`config.mk`:
```
export PLATFORM = sky130hd
export DESIGN_NAME = rgb_conv_seq
export DESIGN_NICKNAME = d
export VERILOG_FILES = /design/src/rtl/rgb_seq_pkg.sv /design/src/rtl/rgb_seq_ctrl.sv /design/src/rtl/rgb_win_counter.sv /design/src/rtl/rgb_result_bank.sv /design/src/rtl/rgb_conv_seq.sv
export SDC_FILE = /design/constraint.sdc
export NUM_CORES = 1
export LEC_CHECK = 0
export BUFFER_PORTS_ARGS = -buffer_cell sky130_fd_sc_hd__clkbuf_2
export CAP_MARGIN = 0
export CELL_PAD_IN_SITES_DETAIL_PLACEMENT = 1
export CELL_PAD_IN_SITES_GLOBAL_PLACEMENT = 1
export CORE_MARGIN = 8
export CORE_UTILIZATION = 45
export CTS_BUF_LIST = sky130_fd_sc_hd__clkbuf_16
export DETAILED_ROUTE_END_ITERATION = 10
export GPL_ROUTABILITY_DRIVEN = 0
export GPL_TIMING_DRIVEN = 0
export HOLD_SLACK_MARGIN = 0.05
export PLACE_DENSITY_LB_ADDON = 0.1
export SLEW_MARGIN = 5
export SYNTH_ARGS = -nofsm -noshare
export SYNTH_HDL_FRONTEND = slang
export SYNTH_HIERARCHICAL = 1
export SYNTH_SLANG_ARGS = --single-unit
```
`constraint.sdc`:
```
create_clock -name clk -period 4.5 [get_ports clk]
set_input_delay 0.225 -clock clk [delete_from_list [all_inputs] [get_ports clk]]
set_output_delay 0.225 -clock clk [all_outputs]
set_load 0.03 [all_outputs]
```
`src/rtl/rgb_seq_pkg.sv`:
```
package rgb_seq_pkg;

  typedef enum logic [1:0] {
    CH_NONE = 2'd0,
    CH_G    = 2'd1,
    CH_R    = 2'd2,
    CH_B    = 2'd3
  } chan_e;

  // Enabled channel set: bit 0 green, bit 1 red, bit 2 blue.
  function automatic logic [2:0] chan_mask(input logic [2:0] mode);
    case (mode)
      3'b001:  return 3'b001;
      3'b010:  return 3'b010;
      3'b011:  return 3'b100;
      3'b101:  return 3'b111;
      3'b110:  return 3'b011;
      3'b111:  return 3'b101;
      default: return 3'b000;
    endcase
  endfunction

  function automatic chan_e first_chan(input logic [2:0] mode);
    logic [2:0] m;
    m = chan_mask(mode);
    if (m[0]) return CH_G;
    if (m[1]) return CH_R;
    if (m[2]) return CH_B;
    return CH_NONE;
  endfunction

  function automatic chan_e next_chan(input logic [2:0] mode, input chan_e cur);
    logic [2:0] m;
    m = chan_mask(mode);
    case (cur)
      CH_G: begin
        if (m[1]) return CH_R;
        if (m[2]) return CH_B;
      end
      CH_R: begin
        if (m[2]) return CH_B;
      end
      default: ;
    endcase
    return first_chan(mode);
  endfunction

endpackage

```
`src/rtl/rgb_seq_ctrl.sv`:
```
module rgb_seq_ctrl
  import rgb_seq_pkg::*;
(
  input  logic       clk,
  input  logic       rst_n,
  input  logic [2:0] mode,
  input  logic       sync_en,
  input  logic       cfg_wr,
  input  logic       ext_trig,
  input  logic       last_tick,
  output chan_e      chan,
  output logic       start,
  output logic       commit,
  output logic       clr
);

  logic  ext_q;
  logic  run_q, run_d;
  chan_e chan_q, chan_d;
  logic  active, rise;

  always_comb begin
    active = (chan_mask(mode) != 3'b000);
    rise   = ext_trig & ~ext_q;
    start  = active & ((cfg_wr & ~sync_en) | (~cfg_wr & sync_en & rise));
    commit = active & ~cfg_wr & ~(sync_en & rise) & run_q & last_tick;
    run_d  = run_q;
    chan_d = chan_q;
    if (!active) begin
      run_d  = 1'b0;
      chan_d = CH_NONE;
    end else if (start) begin
      run_d  = 1'b1;
      chan_d = first_chan(mode);
    end else if (cfg_wr) begin
      run_d  = 1'b0;
      chan_d = CH_NONE;
    end else if (commit) begin
      chan_d = next_chan(mode, chan_q);
    end
    clr = start | commit | ~run_d;
  end

  always_ff @(posedge clk or negedge rst_n) begin
    if (!rst_n) begin
      ext_q  <= 1'b0;
      run_q  <= 1'b0;
      chan_q <= CH_NONE;
    end else begin
      ext_q  <= ext_trig;
      run_q  <= run_d;
      chan_q <= chan_d;
    end
  end

  assign chan = chan_q;

endmodule

```
`src/rtl/rgb_win_counter.sv`:
```
module rgb_win_counter #(
  parameter int DATA_W  = 16,
  parameter int SHORT_W = 12
) (
  input  logic              clk,
  input  logic              rst_n,
  input  logic              clr,
  input  logic              osc_tick,
  input  logic              pulse,
  input  logic              res_12b,
  output logic              last_tick,
  output logic [DATA_W-1:0] sum_sat
);

  localparam logic [DATA_W-1:0] FULL_MAX  = {DATA_W{1'b1}};
  localparam logic [DATA_W-1:0] SHORT_MAX = {{(DATA_W-SHORT_W){1'b0}}, {SHORT_W{1'b1}}};

  logic [DATA_W-1:0] tcnt_q, tcnt_d;
  logic [DATA_W-1:0] acc_q, acc_d;
  logic [DATA_W-1:0] lim;
  logic [DATA_W:0]   sum_w;

  always_comb begin
    lim       = res_12b ? SHORT_MAX : FULL_MAX;
    sum_w     = {1'b0, acc_q} + {{DATA_W{1'b0}}, pulse};
    sum_sat   = (sum_w > {1'b0, lim}) ? lim : sum_w[DATA_W-1:0];
    last_tick = osc_tick & (tcnt_q == lim);
    if (clr) begin
      tcnt_d = '0;
      acc_d  = '0;
    end else begin
      acc_d  = sum_sat;
      tcnt_d = osc_tick ? tcnt_q + 1'b1 : tcnt_q;
    end
  end

  always_ff @(posedge clk or negedge rst_n) begin
    if (!rst_n) begin
      tcnt_q <= '0;
      acc_q  <= '0;
    end else begin
      tcnt_q <= tcnt_d;
      acc_q  <= acc_d;
    end
  end

endmodule

```
`src/rtl/rgb_result_bank.sv`:
```
module rgb_result_bank #(
  parameter int DATA_W = 16,
  parameter int NCH    = 3
) (
  input  logic                      clk,
  input  logic                      rst_n,
  input  logic                      start,
  input  logic                      commit,
  input  logic [1:0]                chan,
  input  logic [DATA_W-1:0]         sum_sat,
  output logic [NCH-1:0][DATA_W-1:0] bank,
  output logic                      flag,
  output logic                      done
);

  logic flag_d;

  for (genvar i = 0; i < NCH; i++) begin : g_slot
    logic              wr_en;
    logic [DATA_W-1:0] slot_q;
    assign wr_en = commit & (chan == 2'(i + 1));
    always_ff @(posedge clk or negedge rst_n) begin
      if (!rst_n)     slot_q <= '0;
      else if (wr_en) slot_q <= sum_sat;
    end
    assign bank[i] = slot_q;
  end

  always_comb begin
    flag_d = flag;
    if (start)       flag_d = 1'b0;
    else if (commit) flag_d = 1'b1;
  end

  always_ff @(posedge clk or negedge rst_n) begin
    if (!rst_n) begin
      flag <= 1'b0;
      done <= 1'b0;
    end else begin
      flag <= flag_d;
      done <= commit;
    end
  end

endmodule

```
`src/rtl/rgb_conv_seq.sv`:
```
module rgb_conv_seq
  import rgb_seq_pkg::*;
#(
  parameter int DATA_W  = 16,
  parameter int SHORT_W = 12
) (
  input  logic              clk,
  input  logic              rst_n,
  input  logic              osc_tick,
  input  logic [2:0]        pulse_in,
  input  logic [2:0]        mode,
  input  logic              res_12b,
  input  logic              sync_en,
  input  logic              cfg_wr,
  input  logic              ext_trig,
  output logic [DATA_W-1:0] data_g,
  output logic [DATA_W-1:0] data_r,
  output logic [DATA_W-1:0] data_b,
  output logic              conv_flag,
  output logic [1:0]        chan_busy,
  output logic              done_pulse
);

  localparam int NCH = 3;

  chan_e                     chan;
  logic                      start, commit, clr, last_tick, pulse_sel;
  logic [DATA_W-1:0]         sum_sat;
  logic [NCH-1:0][DATA_W-1:0] bank;

  always_comb begin
    case (chan)
      CH_G:    pulse_sel = pulse_in[0];
      CH_R:    pulse_sel = pulse_in[1];
      CH_B:    pulse_sel = pulse_in[2];
      default: pulse_sel = 1'b0;
    endcase
  end

  rgb_seq_ctrl u_ctrl (
    .clk       (clk),
    .rst_n     (rst_n),
    .mode      (mode),
    .sync_en   (sync_en),
    .cfg_wr    (cfg_wr),
    .ext_trig  (ext_trig),
    .last_tick (last_tick),
    .chan      (chan),
    .start     (start),
    .commit    (commit),
    .clr       (clr)
  );

  rgb_win_counter #(.DATA_W(DATA_W), .SHORT_W(SHORT_W)) u_win (
    .clk       (clk),
    .rst_n     (rst_n),
    .clr       (clr),
    .osc_tick  (osc_tick),
    .pulse     (pulse_sel),
    .res_12b   (res_12b),
    .last_tick (last_tick),
    .sum_sat   (sum_sat)
  );

  rgb_result_bank #(.DATA_W(DATA_W), .NCH(NCH)) u_bank (
    .clk     (clk),
    .rst_n   (rst_n),
    .start   (start),
    .commit  (commit),
    .chan    (chan),
    .sum_sat (sum_sat),
    .bank    (bank),
    .flag    (conv_flag),
    .done    (done_pulse)
  );

  assign data_g    = bank[0];
  assign data_r    = bank[1];
  assign data_b    = bank[2];
  assign chan_busy = chan;

endmodule

```
Word level (Yosys, flattened, before mapping):

Cells that the tools add are included.
W data, S select, Z words.

* register bits after elaboration: 86
* latch bits: 0
* memory bits (writable): 0
* memory bits (read-only): 0
* input port bits: 13
* logic and storage cells: 140
* memories: 0

* add/subtract/negate cells: 2
* multipliers: 0
* div/mod/pow operators: 0
* order comparisons: 1
* equality and inequality tests: 11
* shifts and indexed selects: 0
* multiplexer cells: 91
* bitwise gates (word level): 22
* reductions and logical operators: 3

Operator list (count)
* $mux W16: 5
* $mux W1: 50
* $mux W2: 21
* $mux W3: 11
* $pmux W3 S6: 1
* $add A16 B1 Y17: 1
* $gt A17 B16 Y1: 1
* $add A16 B1 Y16 const B: 1
* $eq A16 B16 Y1: 1
* $and A1 B1 Y1: 14
* $eq A3 B3 Y1 const B: 3
* $eq A3 B2 Y1 const B: 2
* $not A1 Y1: 5
* $eq A2 B2 Y1 const B: 2
* $ne A4 B3 Y1 const B: 1
* $pmux W2 S2: 1
* $reduce_bool A2 Y1: 2
* $eq A3 B1 Y1 const B: 1
* $or A1 B1 Y1: 3
* $pmux W1 S3: 1
* $reduce_bool A3 Y1: 1
* $eq A2 B1 Y1 const B: 1
* $pmux W1 S2: 1

Depth between registers and ports, before layout:

Gate-level depths: netlist of the first run.

* depth in word-level cells: 55
* mapped depth: 17
* gate-level depth less buffers: 15

Cells and area by module:

Netlist of the first run, hierarchy kept.

By module, submodules not included
* rgb_win_counter: instances 1, cells an instance 210, area an instance 1958.1 sq um, seq. area each 800.8 sq um
* rgb_result_bank: instances 1, cells an instance 106, area an instance 1860.5 sq um, seq. area each 1251.2 sq um
* rgb_seq_ctrl: instances 1, cells an instance 37, area an instance 332.8 sq um, seq. area each 100.1 sq um
* rgb_conv_seq: instances 1, cells an instance 3, area an instance 23.8 sq um, seq. area each 0.0 sq um

Worst setup path after synthesis of the first run:

Ideal clock, no wire load.

* kind: register -> register
* start: reg u_ctrl.chan_q[0], in the netlist u_ctrl/chan[0]
* end: reg u_bank.g_slot[0].slot_q[14]
* library setup time: 0.125 ns
* data arrival time: 4.068 ns
* setup slack: 0.307 ns
* cell stages (with the launch flop): 18
* path buffers: 2
* cell sequence: dfrtp_1 -> mux2i_1 -> mux2i_1 -> ha_1 -> ha_1 -> buf_4 -> nand2_4 -> nor4_1 -> xor2_1 -> ha_1 -> nand3_1 -> or3_1 -> a221o_1 -> or4_4 -> nand2_2 -> buf_12 -> mux2i_1 -> mux2_2

* longest elaborated chain between the ends: 5

RTL lines
* start: declaration: line rgb_seq_ctrl.sv:19 `chan_e chan_q, chan_d;`
* start signal: assignment: line rgb_seq_ctrl.sv:52 `chan_q <= chan_d;`
* $eq A2 B2 Y1 or $eq A2 B1 Y1 (tied branches): line rgb_conv_seq.sv:32 `case (chan)`
* $pmux W1 S3 (*): line rgb_conv_seq.sv:32
* via pulse_sel: line rgb_conv_seq.sv:27 `logic start, commit, clr, last_tick, pulse_sel;`
* $add A16 B1 Y17 (*): line rgb_win_counter.sv:25 `sum_w = {1'b0, acc_q} + {{DATA_W{1'b0}}, pulse};`
* $gt A17 B16 Y1: line rgb_win_counter.sv:26 `sum_sat = (sum_w > {1'b0, lim}) ? lim : sum_w[DATA_W-1:0];`
* $mux W16 (*): line rgb_win_counter.sv:26
* via sum_sat[14]: line rgb_conv_seq.sv:28 `logic [DATA_W-1:0] sum_sat;`
* end signal: assignment: line rgb_result_bank.sv:24 `else if (wr_en) slot_q <= sum_sat;`
* end: declaration: line rgb_result_bank.sv:20 `logic [DATA_W-1:0] slot_q;`

Mark *: on every way through the listed nets, which the timed path passes. The rest lies on a longest branch.
A chain may end at the register's enable or synchronous reset.

Final worst setup path of the first run:

* start: reg u_ctrl.chan_q[0], in the netlist u_ctrl/chan[0]
* end: reg u_bank.g_slot[2].slot_q[1]

* longest elaborated chain between the ends: 5

RTL lines (line)
* $eq A2 B2 Y1 or $eq A2 B1 Y1 (tied branches): rgb_conv_seq.sv:32
* $pmux W1 S3 (*): rgb_conv_seq.sv:32
* via pulse_sel: rgb_conv_seq.sv:27
* $add A16 B1 Y17 (*): rgb_win_counter.sv:25
* $gt A17 B16 Y1: rgb_win_counter.sv:26
* $mux W16 (*): rgb_win_counter.sv:26
* via sum_sat[1]: rgb_conv_seq.sv:28
* end signal: assignment: rgb_result_bank.sv:24
* end: declaration: rgb_result_bank.sv:20

Marks and branches as above.

==> summary.txt, run 1 <==
Status: finished clean
RSZ-0062 raised after global routing: false
First-pass iteration count of the detailed router: 4
Vias in the first global route: 3285
IO Port Bufs: 64
Flop pwr share: 49.9%
Hpwl dp: 7.581 mm
WP buf/inv: 2
CTS Sinks: 86
Mapped Cells: 356
CTS tree: built
CP Class: reg -> reg
Clk_skew: 0.006527 ns
Antenna Cells: 0
Synthesized area: 4175 um^2
Total CTS buffers: 9
Vias: 2969
Final setup violation count: 0
Dpl cells: 532
Most frequent cells in the layout: dfrtp_1 (84), clkbuf_2 (63), mux2_2 (48), nor2_1 (29), nand2_1 (21)
DIE HEIGHT: 112.3 um
Number of enable flip-flop cells after synthesis: 0
YS warnings: 6
Largest cells by area after synthesis: dfrtp_1 (52%), mux2_2 (13%), xor2_1 (3.1%)
Worst-path clk slew: 0.07 ns
Crit path time final: 4.213 ns
Fin cells: 552
Root buffer cell: clkbuf_16
Initial DRC count: 94
Cell row count: 35
Final period util: 93.63%
Final Hold Fails: 0
Slowest stage delay, CP: 0.57 ns
Tot GR Track Use: 17.23%
Final net count: 459
Pin count of the biggest net entering global routing: 49
Mapped Nets: 379
Routed WL: 10.37 mm
PwrDens: 309.0 nW/um^2
Cell breakdown of the critical path: mux2i_1 > mux2i_1 > ha_1 > ha_1 > buf_4 > nand2_4 > nor4_2 > xor2_1 > ha_1 > nand4_1 > or3_1 > a221o_1 > or4_4 > a21oi_1 > inv_1 > mux2_2
Syn_area_per_cell: 11.73 um^2
Routed Antenna Nets: 0
CORE AREA: 9109 um^2
Hold WC Path Type: in -> reg
Sequential-to-total area share from yosys stat: 51.54%
Combinational power share: 5.5%
Initial Utilization: 45.84%
Final-report max-slew violation count: 0
Kind of end point of the critical path: flip-flop
Internal: 1.187 mW
Slowest CP cell: or4_4
Clock power share: 44.6%
Hold slack: 0.2140 ns
CP required: 4.71 ns
DRC violation count after routing: 0
Global-route wire length before repair: 17.22 mm
NetSw: 378.8 uW
Distinct cell type count after synthesis: 49
Die width: 112.3 um
Peak supply drop: 0.0002085 V
Worst path arrival time: 4.43 ns
Total Power: 1.566 mW
Worst Path Max Fanout: 7
Post-synth top area cell: dfrtp_1
Setup TNS: 0 ns
Crit start category: flip-flop
Highest Clock Rate: 237.3 MHz
Synth Flop Type: dfrtp_1
Total die area: 12620 um^2
Place WS: -0.2506 ns
Share of layout cells above drive strength 1: 36.96%
WL/cell: 18.78 um
Least-Margin Pin Slew: 0.9790 ns
Setup WS post-layout: 0.2865 ns
Count of maximum capacitance violations: 0
Commonest non-fill, non-tap cell in the layout: dfrtp_1
Post-synthesis register bit count: 86
Cell family with most CP delay: simple AND/OR/NAND/NOR gates
Post-synth top area share: 51.54%
Num ports: 65
Most frequent CP cell: ha_1
Net Sw Frac: 24.19%
Clock H-tree levels: 3
DR vias/cell: 5.379
Grt ovf: 0
Antenna violations before repair: 0
Pleak: 2.553 nW
P&R area growth vs syn: 21.37%
Asr flop ratio synth: 100.0%
Slew headroom: 34.74%
Clk buf depth: 2
Worst skew pair latency: 0.33 ns
registers in the layout, summed over array words and instances (netlist names):
| name | cells |
|---|---|
| u_bank/done | 1 |
| u_bank/flag | 1 |
| u_bank/g_slot.slot_q | 48 |
| u_ctrl/chan | 2 |
| u_ctrl/ext_q | 1 |
| u_ctrl/run_q | 1 |
| u_win/acc_q | 16 |
| u_win/tcnt_q | 16 |
worst reg2reg max path, delay by kind of cell (launching register included):
| family | cells | cell delay, ns |
|---|---|---|
| buffers and inverters | 2 | 0.30 |
| AO/OA/AOI/OAI | 2 | 0.59 |
| AND/OR/NAND/NOR | 5 | 1.42 |
| XOR/XNOR | 1 | 0.14 |
| adder cells (fa/ha/maj) | 3 | 0.60 |
| multiplexers | 3 | 0.61 |
| flip-flops | 1 | 0.43 |
routing by layer:
| metal | global-route usage, % | up-vias | part of all wire [%] |
|---|---|---|---|
| met1 | 22.32 | 1503 | 46 |
| met5 | 0 | - | 0 |
| met3 | 5.046 | 6 | 4.9 |
| met2 | 27.30 | 46 | 48 |
| li1 | - | 1414 | - |
| met4 | 5.036 | 0 | 0.76 |
cells in the mapped netlist (all sizes together), types with 4 or more instances:
cell type,number
ha,10
and4,4
nand3b,4
and2,5
nor4,4
nand2,23
dfrtp,86
buf,9
xor2,15
a21o,4
nor2,31
inv,11
mux2i,7
a31oi,4
nand3,16
a21oi,21
mux2,48
xnor2,13
nand4,6
or3,4
power by group through the flow:
stage	clock network (mW)	registers (mW)	logic, mW
2_1_floorplan	0	0.801	0.0340
3_3_place_gp	0	0.798	0.0725
3_5_place_dp	0	0.799	0.0782
4_1_cts	0.715	0.784	0.0802
5_1_grt	0.745	0.782	0.0971
6_report	0.698	0.782	0.0857
through the flow:
step,instance area [um^2],util [%]
after floorplan,4175,-
after global placement,4634,50.88
after detailed placement,4664,51.21
after CTS,4989,54.77
after global routing,5067,55.63
final,5067,55.63
final cells by class:
type                       count  area (um^2)
sequential                    86         2155
tap                          111        138.9
timing repair buffer          69        385.4
fill                         989         4041
clock buffer                   9        225.2
clock inverter                 7        58.81
multi-input combinational    247         1966
inverter                      11        41.29
buffer                        12        97.59
path summary, 6_finish.rpt:
path / startpoint / endpoint / slack, ns / depth (start not counted)
max: u_ctrl/chan[0]$_DFFE_PN0P_ / u_bank/g_slot[2].slot_q[1]$_DFFE_PN0P_ / 0.29 / 16
min: osc_tick / u_win/tcnt_q[0]$_DFFE_PN0P_ / 0.21 / 3
max reg2reg: u_ctrl/chan[0]$_DFFE_PN0P_ / u_bank/g_slot[2].slot_q[1]$_DFFE_PN0P_ / 0.29 / 16
min reg2reg: u_bank/g_slot[0].slot_q[6]$_DFFE_PN0P_ / u_bank/g_slot[0].slot_q[6]$_DFFE_PN0P_ / 0.51 / 1
max in group asynchronous: rst_n / u_bank/g_slot[0].slot_q[8]$_DFFE_PN0P_ / 3.41 / 3
min in group asynchronous: rst_n / u_win/tcnt_q[3]$_DFFE_PN0P_ / 0.45 / 2
kinds of logic after synthesis:
logic type               after synthesis  synth area share, %
AO/OA/AOI/OAI                         42                7.162
XOR/XNOR                              28                5.874
adder cells (fa/ha/maj)               10                2.997
buffers and inverters                 23                3.327
flip-flops                            86                51.54
multiplexers                          55                14.62
AND/OR/NAND/NOR                      112                14.47
what timing repair did:
item	CTS	global route
pin swaps	0	1
hold endpoints to repair	39	0
setup buffers	0	2
hold buffers	2	0
resized for setup	4	12
cloned	0	0
setup endpoints to repair	36	43
Note: power is estimated with default switching activity, not from simulation.
==> inputs of run 2 (changes only) <==
- CORE_MARGIN: 8 -> default
==> run 2 against run 1 <==
  * Register-to-register slack lost 0.05 ns
  * Utilization grew 1.3 points
  * Worst setup slack lost 0.054 ns
  * Sequential share of layout area grew 0.21 points
  * Via count grew 0.47%
  * Routed wire length shrank 3.4%
  * Critical endpoint is now u_bank/g_slot[1].slot_q[13]$_DFFE_PN0P_
  * Final cell count shrank 0.72%
  * Critical path depth grew 1
  * Combinational power shrank 9.2%
  * Clock power grew 8.3%
  * Power grew 3.3%
==> summary.txt, run 2 (synthesis gave the netlist of run 1 again) <==
Num ports: 65
Highest Signal Layer: met4
DR WL met3: 320 um
Vias: 2983
M1 WL: 4.802 mm
Total CTS buffers: 9
Crit start category: flip-flop
Worst Path Max Fanout: 10
P&R area growth vs syn: 20.71%
Cell row count: 34
Antenna violations before repair: 0
Global-route wire length before repair: 16.87 mm
Least-Margin Pin Slew: 0.6444 ns
CTS tree: built
Clk buf depth: 2
Die width: 98.33 um
Most frequent cells in the layout: dfrtp_1 (85), clkbuf_2 (63), mux2_2 (48), nor2_1 (29), nand2_1 (21)
Final setup violation count: 0
Highest Clock Rate: 234.3 MHz
Status: finished clean
Worst path arrival time: 4.54 ns
CTS Sinks: 86
DRC violation count after routing: 0
Commonest non-fill, non-tap cell in the layout: dfrtp_1
Total die area: 9668 um^2
Crit path time final: 4.267 ns
Worst-path clk slew: 0.07 ns
DIE HEIGHT: 98.33 um
DR vias/cell: 5.443
Final-report max-slew violation count: 0
Initial Utilization: 47.19%
Clock H-tree levels: 3
Routed Antenna Nets: 0
Count of maximum capacitance violations: 0
First-pass iteration count of the detailed router: 6
Clk_skew: 0.007904 ns
Final Hold Fails: 0
Max reg flops: 48
Final period util: 94.83%
Routed WL: 10.01 mm
Worst skew pair latency: 0.33 ns
CORE AREA: 8848 um^2
Peak supply drop: 0.0002022 V
RSZ-0062 raised after global routing: false
IO Port Bufs: 64
Slew headroom: 57.04%
Top Registers: u_bank/g_slot.slot_q: 48 flops, u_win/acc_q: 16 flops, u_win/tcnt_q: 16 flops
WL/cell: 18.27 um
PwrDens: 320.9 nW/um^2
Antenna Cells: 0
Fin util: 56.96%
Largest Register: u_bank/g_slot.slot_q
Pin count of the biggest net entering global routing: 53
Share of layout cells above drive strength 1: 36.59%
CP Class: reg -> reg
Final net count: 458
Hold WC Path Type: in -> reg
Pleak: 2.557 nW
Vias in the first global route: 3283
Hpwl dp: 7.193 mm
Kind of end point of the critical path: flip-flop
Grt ovf: 0
CP required: 4.77 ns
Met2 routed WL: 4.812 mm
Initial DRC count: 113
Root buffer cell: clkbuf_16
Tot GR Track Use: 22.50%
Setup TNS: 0 ns
## run 2: power by group
part	internal [mW]	leakage (nW)	total [mW]	switching [mW]
registers	0.777	1.20	0.784	0.00691
logic	0.0267	1.22	0.0778	0.0510
clock network	0.436	0.143	0.756	0.320
## run 2: final timing paths
check                                                              from                                 endpoint  slack, ns  cells past startpoint
max in group asynchronous                                         rst_n                 u_win/acc_q[6]$_DFF_PN0_       3.45                      3
worst min-delay path                                           osc_tick              u_win/tcnt_q[0]$_DFFE_PN0P_       0.23                      3
worst max-delay path                         u_ctrl/chan[0]$_DFFE_PN0P_  u_bank/g_slot[1].slot_q[13]$_DFFE_PN0P_       0.23                     17
worst min register to register  u_bank/g_slot[1].slot_q[10]$_DFFE_PN0P_  u_bank/g_slot[1].slot_q[10]$_DFFE_PN0P_       0.51                      1
min in group asynchronous                                         rst_n              u_win/tcnt_q[2]$_DFFE_PN0P_       0.42                      2
worst max register to register               u_ctrl/chan[0]$_DFFE_PN0P_  u_bank/g_slot[1].slot_q[13]$_DFFE_PN0P_       0.23                     17
## run 2: area by class of cell
cell class / instances / area (um^2)
Multi-Input combinational cell: 247 / 1929
Buffer: 12 / 97.59
Tap cell: 108 / 135.1
Inverter: 11 / 41.29
Fill cell: 964 / 3809
Timing Repair Buffer: 68 / 377.9
Sequential cell: 86 / 2153
Clock buffer: 9 / 225.2
Clock inverter: 7 / 80.08
## run 2: routing by layer
metal  up-vias  track usage [%]
li1       1415                -
met1      1516            30.64
met5         -                0
met3         6            3.794
met4         0            5.970
met2        46            37.43
## run 2: worst max-delay path, stage by stage (launching register included)
cell,delay [ns]
dfrtp_2,0.48
mux2i_1,0.14
mux2i_1,0.20
ha_1,0.18
ha_1,0.13
buf_4,0.16
nand2_4,0.09
nor4_4,0.33
xor2_1,0.16
ha_1,0.33
nand3_1,0.07
or3_1,0.31
a221o_1,0.26
or4_4,0.55
nand2_2,0.12
buf_12,0.15
mux2i_2,0.31
mux2_2,0.22
## run 2: repair_timing
| action | in CTS | in global routing |
|---|---|---|
| hold endpoints to repair | 35 | 0 |
| buffers inserted | 0 | 1 |
| endpoints found under the setup margin | 36 | 42 |
| hold buffers | 2 | 0 |
| resized for setup | 2 | 8 |
## run 2: through the flow
stage	setup WS, ns	hold slack [ns]	cell area [um^2]	power, mW	cells
6_report	0.2326	0.2299	5040	1.617	548
5_1_grt	0.03141	0.2496	5040	1.670	548
4_1_cts	0.04149	0.2241	4994	1.630	547
3_5_place_dp	-0.1530	0.2583	4661	0.8758	529
3_3_place_gp	-0.05907	0.3555	4631	0.8703	528
2_1_floorplan	0.3071	-0.07059	4175	0.8345	356
==> inputs of run 3 (changes only) <==
- ABC_AREA: default -> 1
- CORE_UTILIZATION: 45 -> 43
- SKIP_CTS_REPAIR_TIMING: default -> 1
- clock period: 4.5 -> 4.3 ns (I/O delays scaled with it)
==> run 3 against run 2 <==
  * Area after synthesis is 7.4% higher
  * Sequential power is 4.6% higher
  * Sequential share of layout area is 2.4 points lower
  * Flip-flop and latch count stayed put
  * Synthesized cell count is 49% higher
  * Register-to-register slack better by 0.12 ns
  * Critical path type unchanged
==> summary.txt, run 3 <==
Place WS: 0.3158 ns
Syn_area_per_cell: 8.445 um^2
Crit start category: flip-flop
Number of enable flip-flop cells after synthesis: 0
Distinct cell type count after synthesis: 36
Initial Utilization: 45.05%
Worst-path clk slew: 0.07 ns
Min-delay src: osc_tick
Crit path time final: 3.943 ns
Asr flop ratio synth: 100.0%
Worst skew pair latency: 0.34 ns
Slowest CP cell: dfrtp_2
CP required: 4.53 ns
Largest cells by area after synthesis: dfrtp_1 (48%), nand2_1 (13%), nand4_1 (7.1%)
Final Hold Fails: 0
Mapped Cells: 531
Routed Antenna Nets: 0
Setup TNS: 0 ns
Sequential-to-total area share from yosys stat: 47.99%
Total die area: 10840 um^2
Final setup violation count: 0
Total CTS buffers: 9
Worst Setup SP: u_ctrl/chan[0]$_DFFE_PN0P_
Hold WC Path Type: in -> reg
Dpl cells: 729
IO Port Bufs: 64
Die width: 104.1 um
Antenna violations before repair: 0
Highest Clock Rate: 253.6 MHz
WL/cell: 16.73 um
CTS tree: built
Root buffer cell: clkbuf_16
Clk buf depth: 2
Setup WS post-layout: 0.3567 ns
Vias in the first global route: 4207
Top Registers: u_bank/g_slot.slot_q: 48 flops, u_win/acc_q: 16 flops, u_win/tcnt_q: 16 flops
Max reg flops: 48
CORE AREA: 9955 um^2
Clk_skew: 0.008300 ns
First-pass iteration count of the detailed router: 4
Synth Flop Type: dfrtp_1
Final net count: 633
P&R area growth vs syn: 19.03%
DRC violation count after routing: 0
Commonest non-fill, non-tap cell in the layout: nand2_1
RR Startpoint: u_ctrl/chan[0]$_DFFE_PN0P_
Synthesized area: 4484 um^2
DIE HEIGHT: 104.1 um
Post-synthesis register bit count: 86
Hold slack: 0.1862 ns
Slew headroom: 58.26%
Cell row count: 36
Hpwl dp: 9.160 mm
CTS Sinks: 86
Peak supply drop: 0.0001721 V
Count of maximum capacitance violations: 0
Post-synth top area cell: dfrtp_1
Total Power: 1.727 mW
WP buf/inv: 3
Status: finished clean
Mapped Nets: 554
Synth Area in Compound Gates: 5.887%
Post-synthesis adder-cell area fraction: 2.790%
YS warnings: 6
Final period util: 91.70%
Share of layout cells above drive strength 1: 24.55%
Final-report max-slew violation count: 0
Synth Area in XOR/XNOR: 1.172%
Slowest stage delay, CP: 0.47 ns
Cell family with most CP delay: simple AND/OR/NAND/NOR gates
PwrDens: 323.5 nW/um^2
Routed WL: 12.51 mm
CP Class: reg -> reg
Largest Register: u_bank/g_slot.slot_q
Least-Margin Pin Slew: 0.6260 ns
Worst Path Max Fanout: 10
Fin cells: 748
Kind of end point of the critical path: flip-flop
Post-synthesis mux area share: 0%
Tot GR Track Use: 24.57%
Most instantiated library cell after synthesis: nand2_1
Post-synth top area share: 47.99%
Cell breakdown of the critical path: inv_1 > nand3_1 > nand3_2 > ha_1 > ha_1 > nand2_2 > nor3_4 > nand3_2 > nor2_1 > xor2_1 > inv_1 > ha_1 > nand3_1 > nor3_1 > nand3_1 > nor2_2 > nand4_4 > nand2_4 > buf_6 > nand2_1 > nand4_1 > nand2_1
DR vias/cell: 5.373
Grt ovf: 0
Worst path arrival time: 4.17 ns
Vias: 4019
Pin count of the biggest net entering global routing: 45
Synth cell count leaders: nand2_1 (150), dfrtp_1 (86), inv_1 (51), nand4_1 (51), a21oi_1 (29)
Initial DRC count: 169
Clock H-tree levels: 3
Most frequent cells in the layout: nand2_1 (150), dfrtp_1 (84), clkbuf_2 (63), inv_1 (53), nand4_1 (51)
Num ports: 65
Pleak: 2.846 nW
Global-route wire length before repair: 21.10 mm
Post-synthesis simple-gate area fraction: 33.45%
Antenna Cells: 0
Main combinational cell family by area after synthesis: simple AND/OR/NAND/NOR gates
-- run 3: changes by cell type in the layout (fill, tap and decap cells not counted), moves of 12 or more --
cell     delta
a21oi_1    +12
inv_1      +42
mux2_2     -48
nand2_1   +129
nand2_2    +24
nand4_1    +45
-- run 3: routing by layer --
metal	up-vias	wire (um)	GRT usage [%]
met5	-	0	0
met4	0	284	8.776
met3	20	378	2.945
met2	81	6402	43.48
met1	2013	5445	30.86
li1	1905	-	-
-- run 3: logic make-up (layout without fill, tap and decap cells) --
group | after synthesis | count (layout)
buffers and inverters | 77 | 160
AO/OA/AOI/OAI | 48 | 48
flip-flops | 86 | 86
adder cells (fa/ha/maj) | 10 | 10
AND/OR/NAND/NOR | 304 | 305
XOR/XNOR | 6 | 6
-- run 3: path summary, 6_finish.rpt --
kind / cells after the start / slack [ns] / to
min in group asynchronous: 2 / 0.46 / u_win/acc_q[8]$_DFF_PN0_
setup / recovery: 22 / 0.36 / u_bank/g_slot[2].slot_q[1]$_DFFE_PN0P_
hold reg to reg: 2 / 0.48 / u_bank/g_slot[0].slot_q[3]$_DFFE_PN0P_
setup reg to reg: 22 / 0.36 / u_bank/g_slot[2].slot_q[1]$_DFFE_PN0P_
hold / removal: 3 / 0.19 / u_win/tcnt_q[0]$_DFFE_PN0P_
max in group asynchronous: 3 / 3.20 / u_ctrl/chan[1]$_DFFE_PN0P_
-- run 3: power breakdown --
| group | switching, mW | total (mW) | internal (mW) |
|---|---|---|---|
| clock | 0.330 | 0.777 | 0.447 |
| sequential | 0.00611 | 0.820 | 0.814 |
| combinational | 0.0939 | 0.130 | 0.0360 |
| total | 0.430 | 1.73 | 1.30 |
-- run 3: metrics by stage --
step	instance area [um^2]	utilization (%)
finish	5338	53.62
global route	5338	53.62
CTS	5293	53.17
detailed placement	5001	50.24
global placement	4971	49.94
floorplan	4484	-
-- run 3: tightest hold or removal path: cells and delay by family --
kind	cells	cell delay, ns
simple gates	2	0.15
buf+inv	1	0.12
-- run 3: layout make-up --
| cell class | count | area, um^2 |
|---|---|---|
| Clock buffer | 9 | 225.2 |
| Multi-Input combinational cell | 369 | 1964 |
| Buffer | 24 | 181.4 |
| Tap cell | 133 | 166.4 |
| Timing Repair Buffer | 67 | 370.4 |
| Clock inverter | 7 | 66.31 |
| Sequential cell | 86 | 2155 |
| Inverter | 53 | 209.0 |
| Fill cell | 1238 | 4617 |
